`config.mk`:
```
export PLATFORM = sky130hd
export DESIGN_NAME = adc_nibble_port
export DESIGN_NICKNAME = d
export VERILOG_FILES = /design/src/rtl/adc_port_pkg.sv /design/src/rtl/adc_port_phase_seq.sv /design/src/rtl/adc_port_result_hold.sv /design/src/rtl/adc_port_nibble_mux.sv /design/src/rtl/adc_nibble_port.sv
export SDC_FILE = /design/constraint.sdc
export NUM_CORES = 1
export LEC_CHECK = 0
export BUFFER_PORTS_ARGS = -buffer_cell sky130_fd_sc_hd__buf_2
export CAP_MARGIN = 15
export CORE_AREA = 2 2 63 65
export CTS_CLUSTER_DIAMETER = 50
export CTS_CLUSTER_SIZE = 28
export DETAILED_ROUTE_END_ITERATION = 16
export DIE_AREA = 0 0 65 67
export GPL_TIMING_DRIVEN = 0
export HOLD_SLACK_MARGIN = 0.06
export PLACE_DENSITY_LB_ADDON = 0.15
export SYNTH_ARGS = -nofsm -noshare
export SYNTH_HDL_FRONTEND = slang
export SYNTH_SLANG_ARGS = --single-unit
```
`constraint.sdc`:
```
create_clock -name clk_i -period 1.49 [get_ports clk_i]
set_input_delay 0.2235 -clock clk_i [delete_from_list [all_inputs] [get_ports clk_i]]
set_output_delay 0.2235 -clock clk_i [all_outputs]
set_load 0.005 [all_outputs]
```
`src/rtl/adc_port_pkg.sv`:
```
package adc_port_pkg;
  localparam int unsigned BUS_W = 6;
  localparam int unsigned PH_W  = 2;
  typedef logic [PH_W-1:0] phase_t;
  localparam phase_t PH_LAST = phase_t'(2**PH_W - 1);
endpackage

```
`src/rtl/adc_port_phase_seq.sv`:
```
module adc_port_phase_seq
  import adc_port_pkg::*;
(
  input  logic   clk_i,
  input  logic   rst_ni,
  input  logic   line_start_i,
  input  logic   pend_v_i,
  output phase_t phase_o,
  output logic   busy_o,
  output logic   load_o
);
  phase_t phase_q;
  logic   busy_q;
  logic   seq_done;

  assign seq_done = !busy_q || (phase_q == PH_LAST);
  assign load_o   = !line_start_i && pend_v_i && seq_done;

  always_ff @(posedge clk_i or negedge rst_ni) begin
    if (!rst_ni) begin
      phase_q <= '0;
      busy_q  <= 1'b0;
    end else if (line_start_i) begin
      phase_q <= '0;
      busy_q  <= 1'b0;
    end else if (seq_done) begin
      phase_q <= '0;
      busy_q  <= pend_v_i;
    end else begin
      phase_q <= phase_q + phase_t'(1);
    end
  end

  assign phase_o = phase_q;
  assign busy_o  = busy_q;
endmodule

```
`src/rtl/adc_port_result_hold.sv`:
```
module adc_port_result_hold #(
  parameter int unsigned RES_BITS = 12
) (
  input  logic                clk_i,
  input  logic                rst_ni,
  input  logic                line_start_i,
  input  logic                res_valid_i,
  input  logic [RES_BITS-1:0] res_data_i,
  input  logic                load_i,
  output logic                pend_v_o,
  output logic [RES_BITS-1:0] hold_o
);
  logic [RES_BITS-1:0] pend_q, hold_q;
  logic                pend_v_q;

  always_ff @(posedge clk_i or negedge rst_ni) begin
    if (!rst_ni) begin
      pend_q   <= '0;
      pend_v_q <= 1'b0;
    end else if (line_start_i) begin
      pend_v_q <= 1'b0;
    end else if (res_valid_i) begin
      pend_q   <= res_data_i;
      pend_v_q <= 1'b1;
    end else if (load_i) begin
      pend_v_q <= 1'b0;
    end
  end

  always_ff @(posedge clk_i or negedge rst_ni) begin
    if (!rst_ni)     hold_q <= '0;
    else if (load_i) hold_q <= pend_q;
  end

  assign pend_v_o = pend_v_q;
  assign hold_o   = hold_q;
endmodule

```
`src/rtl/adc_port_nibble_mux.sv`:
```
module adc_port_nibble_mux
  import adc_port_pkg::*;
#(
  parameter int unsigned RES_BITS = 12
) (
  input  logic [RES_BITS-1:0] word_i,
  input  phase_t              phase_i,
  output logic [BUS_W-1:0]    bus_o
);
  localparam int unsigned LO_W  = RES_BITS - BUS_W;
  localparam int unsigned PAD_W = BUS_W - LO_W;

  logic [BUS_W-1:0] hi_half, lo_half;

  assign hi_half = word_i[RES_BITS-1 -: BUS_W];

  generate
    if (PAD_W == 0) begin : g_full
      assign lo_half = word_i[BUS_W-1:0];
    end else begin : g_pad
      // lower half left-justified, zero fill
      assign lo_half = {word_i[LO_W-1:0], {PAD_W{1'b0}}};
    end
  endgenerate

  assign bus_o = phase_i[PH_W-1] ? lo_half : hi_half;
endmodule

```
`src/rtl/adc_nibble_port.sv`:
```
module adc_nibble_port
  import adc_port_pkg::*;
#(
  parameter int unsigned RES_BITS = 12
) (
  input  logic                clk_i,
  input  logic                rst_ni,
  input  logic                line_start_i,
  input  logic                res_valid_i,
  input  logic [RES_BITS-1:0] res_data_i,
  output logic [5:0]          bus_o,
  output logic [5:0]          bus_oe_o
);
  phase_t              phase_q;
  logic                busy_q;
  logic                load;
  logic                pend_v;
  logic [RES_BITS-1:0] hold_q;
  logic                oe_q;

  adc_port_phase_seq u_seq (
    .clk_i        (clk_i),
    .rst_ni       (rst_ni),
    .line_start_i (line_start_i),
    .pend_v_i     (pend_v),
    .phase_o      (phase_q),
    .busy_o       (busy_q),
    .load_o       (load)
  );

  adc_port_result_hold #(.RES_BITS(RES_BITS)) u_hold (
    .clk_i        (clk_i),
    .rst_ni       (rst_ni),
    .line_start_i (line_start_i),
    .res_valid_i  (res_valid_i),
    .res_data_i   (res_data_i),
    .load_i       (load),
    .pend_v_o     (pend_v),
    .hold_o       (hold_q)
  );

  adc_port_nibble_mux #(.RES_BITS(RES_BITS)) u_mux (
    .word_i  (hold_q),
    .phase_i (phase_q),
    .bus_o   (bus_o)
  );

  // released on the same edge line-start is seen
  always_ff @(posedge clk_i or negedge rst_ni) begin
    if (!rst_ni) oe_q <= 1'b0;
    else         oe_q <= !line_start_i;
  end

  assign bus_oe_o = {BUS_W{oe_q}};
endmodule

```
* Word-level counts from Yosys, hierarchy flattened
Cells that the tools add are included.
** Storage, ports and cells
- Register bits :: 29
- Output and inout bits :: 12
** Cells by class
- Add/sub/neg operators :: 1
- Equality and inequality tests :: 1
- Multiplexer cells :: 8
- Bitwise operators :: 1
- Reductions and logical operators :: 8
** Operator list (number)
- 6-bit 2-to-1 mux :: 1
- 1-bit 2-to-1 mux :: 5
- 2-bit 2-to-1 mux :: 2
- 3-bit nonzero test :: 1
- 2-bit by 1-bit adder with 2-bit output (second input constant) :: 1
- 2-bit == test (second input constant) :: 1
- 1-bit logical AND :: 2
- 1-bit zero test :: 2
- 2-bit AND reduction :: 1
- 2-bit nonzero test :: 1
- 1-bit logical OR :: 1
- 1-bit inverter :: 1

* Logic depth before layout (Yosys ltp)
- Depth in word-level cells :: 6
- Mapped depth :: 5

* Modules after synthesis
From an unflattened synthesis, not the netlist that was laid out.
** Second synthesis, totals
- Cell total of the unflattened synthesis :: 80
- Area, all modules :: 1305.0 µm²
** By module, submodules not included
- adc_port_result_hold :: times used 1, cells each 55, area an instance 989.7 µm², seq. area each 625.6 µm²
- adc_port_phase_seq :: times used 1, cells each 10, area an instance 140.1 µm², seq. area each 75.1 µm²
- adc_port_nibble_mux :: times used 1, cells each 7, area an instance 101.3 µm², seq. area each 0.0 µm²
- adc_nibble_port :: times used 1, cells each 8, area an instance 73.8 µm², seq. area each 25.0 µm²

* Worst setup path after synthesis
OpenSTA, ideal clock, no wires.
- Path kind :: reg-to-reg
- From :: reg u_seq.phase_q[0] (netlist: u_seq.phase_o[0])
- To :: reg u_hold.hold_q[10] (netlist: u_hold.hold_o[10])
- Setup time :: 0.125 ns
- Arrival time :: 1.271 ns
- Required time :: 1.365 ns
- Path slack :: 0.094 ns
- Cell stages (with the launch flop) :: 6
- Buffers on the path :: 1
- Clock period less this slack :: 1.396 ns
- Path through :: dfrtp_1 -> ha_1 -> nor2b_4 -> nor3b_4 -> buf_6 -> mux2_2
** Between the ends
- Cells in the longest elaborated chain, start to end :: 3
** Ends and longest elaborated chain
- from (decl) :: line adc_port_phase_seq.sv:12 : phase_t phase_q;
- from (signal assigned) :: line adc_port_phase_seq.sv:30 : phase_q <= phase_q + phase_t'(1);
- 2-bit == test :: line adc_port_phase_seq.sv:16 : assign seq_done = !busy_q || (phase_q == PH_LAST);
- 1-bit logical OR :: line adc_port_phase_seq.sv:16
- 1-bit logical AND :: line adc_port_phase_seq.sv:17 : assign load_o = !line_start_i && pend_v_i && seq_done;
- to (signal assigned) :: line adc_port_result_hold.sv:32 : else if (load_i) hold_q <= pend_q;
- to (decl) :: line adc_port_result_hold.sv:13 : logic [RES_BITS-1:0] pend_q, hold_q;
Every way passes these cells.
A chain may end at the register's enable or synchronous reset.

* Worst setup path in the final report
- From :: reg u_seq.phase_q[1] (netlist: u_seq.phase_o[1])
- To :: reg u_hold.hold_q[0] (netlist: u_hold.hold_o[0])
Same word-level chain as after synthesis.

==> run_results.csv <==
group,metric,value,unit
placed_design,pre_cts_ws,-0.04257,ns
detailed_routing,drc_errors,0,
global_route,overflow,0,
sta,skew,0.002227,ns
finish,fillers,340,
detailed_routing,wl,2.213,mm
cts,cts_buffers,5,
cts,clock-sinks,29,
setup_path,crit_required,1.64,ns
die,row_count,22,
setup_path,r2r_cells,5,
pwr,peakVddDrop,771.3,µV
global_route,antenna_found_initial,0,
run_status,run_status,"finished, final reports clean",
pwr,p_per_area,1315,nW/µm²
yosys,synth_cell_types,15,
pwr,seqPwrFrac,0.479,
yosys,yosysTopAreaCell,"dfrtp_1",
sta,fmax,673.2,MHz
sta,setup_viol,0,
sta,tightestPinTransition,0.6459,ns
sta,period_share,0.9970,
yosys,synth_top_area_frac,0.5937,
pwr,p_sw_frac,0.2348,
yosys,synth_warnings,0,
die,initial_core_util,0.3390,
sta,period_needed,1.485,ns
die,die_h,67,µm
yosys,synth_seq_cells,29,
yosys,synthCells,79,
detailed_routing,wl_per_cell,13.33,µm
finish,final_cell_mix,"29 x dfrtp_1, 22 x buf_2, 18 x mux2_4",
cts,clockRootBuffer,"clkbuf_8",
finish,drive_gt1_frac,0.6780,
pwr,p_leak,0.0007923,µW
finish,antenna_cells,0,
cts,insertion_delay,0.27,ns
yosys,synth_area,1222,µm²
yosys,yosysSeqAreaShare,0.5937,
detailed_routing,first_iter_violations,15,
die,dieArea,4355,µm²
setup_path,startpoint_type,"flop",
detailed_routing,ant_nets,0,
setup_path,reg2reg_from,"u_seq.phase_o[1]$_DFF_PN0_",
cts,clockBufferDepth,2,
sta,rsz0062_at_grt,"true",
detailed_routing,viasPerCell,4.494,
setup_path,arrival,1.64,ns
pwr,power_switching,508.6,µW
die,io_pins,28,
pwr,clkPwrFrac,0.277,
finish,multiInputGateArea,491.7,µm²
cts,cts_tree,"built",
die,die-width,65,µm
min_path,min_path_type,"in2reg",
pwr,intPower,1658,µW
placed_design,routabilityCongestion,0.6733,
setup_path,rrSetupSlack,0.005,ns
min_path,min_path_cells,2,
finish,layout_commonest_cell,"dfrtp_1",
min_path,worstHoldStart,"res_data_i[8]",
global_route,grt_pass1_vias,803,
yosys,synth.area.top_cells,"dfrtp_1 59%, mux2_2 27%, buf_4 3.7%",
setup_path,criticalPathCategory,"reg2reg",
yosys,syn-num-nets,96,
sta,fin_ws,0.004508,ns
min_path,min_delay_worst_endpoint,"u_hold.pend_q[8]$_DFFE_PN0P_",
pwr,total_power,2166,µW
detailed_routing,dr.pass1.iters,3,
placed_design,port_buffers,27,
sta,final_max_slew_viol_count,0,
cts,htree_levels,2,
global_route,grt_pass1_wl,3.663,mm
sta,maxSlewHeadroom,0.5694,
finish,stdcell_count,166,
finish,area_growth,34.80,%
sta,hold_viol_final,0,
run,drv_cap,0,
setup_path,worst_setup_path_end_kind,"flop",
setup_path,cp_max_fo,5,
setup_path,reg2reg_to,"u_hold.hold_o[0]$_DFFE_PN0P_",
yosys,avgSynthCellArea,15.47,µm²
pwr,p_comb_frac,0.244,
global_route,grt_start_max_net_pins,30,
finish,nets,134,
finish,final-seq-area,725.7,µm²
sta,setup_tns,0,ns
placed_design,dp_cells,154,
placed_design,place_hpwl,1.411,mm
detailed_routing,vias,746,
cts,clk_pin_slew_worst_paths,0.06,ns
global_route,grt_use_total,0.1150,
die,core_area,3606,µm²
registers in the layout (all words and copies together), names as in the netlist:
name,count
oe_q,1
u_hold.pend_q,12
u_hold.hold_o,12
u_seq.phase_o,2
u_seq.busy_o,1
u_hold.pend_v_o,1
worst max-delay path by stage:
stage	startpoint	to
2_1_floorplan	u_seq.phase_o[0]$_DFF_PN0_	u_hold.hold_o[10]$_DFFE_PN0P_
3_3_place_gp	u_seq.phase_o[0]$_DFF_PN0_	u_hold.hold_o[11]$_DFFE_PN0P_
3_5_place_dp	u_seq.phase_o[0]$_DFF_PN0_	u_hold.hold_o[9]$_DFFE_PN0P_
4_1_cts	u_seq.phase_o[1]$_DFF_PN0_	u_hold.hold_o[8]$_DFFE_PN0P_
5_1_grt	u_seq.phase_o[1]$_DFF_PN0_	u_hold.hold_o[0]$_DFFE_PN0P_
6_report	u_seq.phase_o[1]$_DFF_PN0_	u_hold.hold_o[0]$_DFFE_PN0P_
per-stage QoR:
stage / instance area [µm²] / util / hold WS, ns
floorplan: 1222 / - / -0.07209
global placement: 1418 / 0.3931 / 0.2871
detailed placement: 1418 / 0.3931 / 0.2922
CTS: 1640 / 0.4549 / 0.1730
global route: 1648 / 0.4570 / 0.1767
finish: 1648 / 0.4570 / 0.1798
timing repair:
item | in CTS | in global routing
cloned | 1 | 0
pin swaps | 2 | 2
gates resized for setup | 29 | 0
setup endpoints to repair | 16 | 18
hold endpoints to repair | 29 | 0
hold buffers | 1 | 0
setup buffers | 1 | 1
critical path: stages, from the launching register on:
cell and delay [ns]:
dfrtp_1 0.37, ha_2 0.20, nor2b_4 0.05, nor3b_4 0.27, buf_6 0.19, mux2_4 0.30
layout make-up:
| class | instances | share of cell area |
|---|---|---|
| Buffer | 9 | 0.04935 |
| Clock buffer | 6 | 0.04404 |
| Clock inverter | 2 | 0.006074 |
| Inverter | 1 | 0.002278 |
| Multi-Input combinational cell | 40 | 0.2984 |
| Sequential cell | 29 | 0.4404 |
| Tap cell | 48 | 0.03645 |
| Timing Repair Buffer | 31 | 0.1230 |
per-layer routing:
| metal | GRT usage | vias up | routed length [µm] |
|---|---|---|---|
| met4 | 0.05585 | 0 | 31 |
| met2 | 0.1753 | 21 | 1033 |
| met5 | 0 | - | 0 |
| li1 | - | 339 | - |
| met3 | 0.03547 | 4 | 120 |
| met1 | 0.1482 | 382 | 1027 |
cells in the mapped netlist:
| cell | count |
|---|---|
| ha_1 | 1 |
| a21oi_1 | 1 |
| dfrtp_1 | 29 |
| nor2b_2 | 1 |
| nor2_1 | 3 |
| and3_1 | 1 |
| mux2_2 | 29 |
| nor3b_1 | 1 |
| clkbuf_1 | 1 |
| mux2_1 | 1 |
| inv_1 | 1 |
| buf_6 | 2 |
| nor3b_4 | 1 |
| nor2b_4 | 1 |
| buf_4 | 6 |
kinds of logic (layout without fill, tap and decap cells):
logic type | after synthesis | after routing | share of synthesized area
muxes | 30 | 30 | 0.2764
DFF | 29 | 29 | 0.5937
buffers and inverters | 10 | 49 | 0.06140
and+or+nand+nor | 8 | 8 | 0.05425
adders and majority gates | 1 | 1 | 0.01023
AOI/OAI and AO/OA | 1 | 1 | 0.004090
power by group through the flow:
stage          combinational, µW  sequential (µW)  clock, µW
2_1_floorplan                245             1010          0
3_3_place_gp                 356             1030          0
3_5_place_dp                 365             1040          0
4_1_cts                      538             1040        622
5_1_grt                      571             1060        660
6_report                     529             1040        601
No activity file was read; power rests on OpenSTA's default activity.
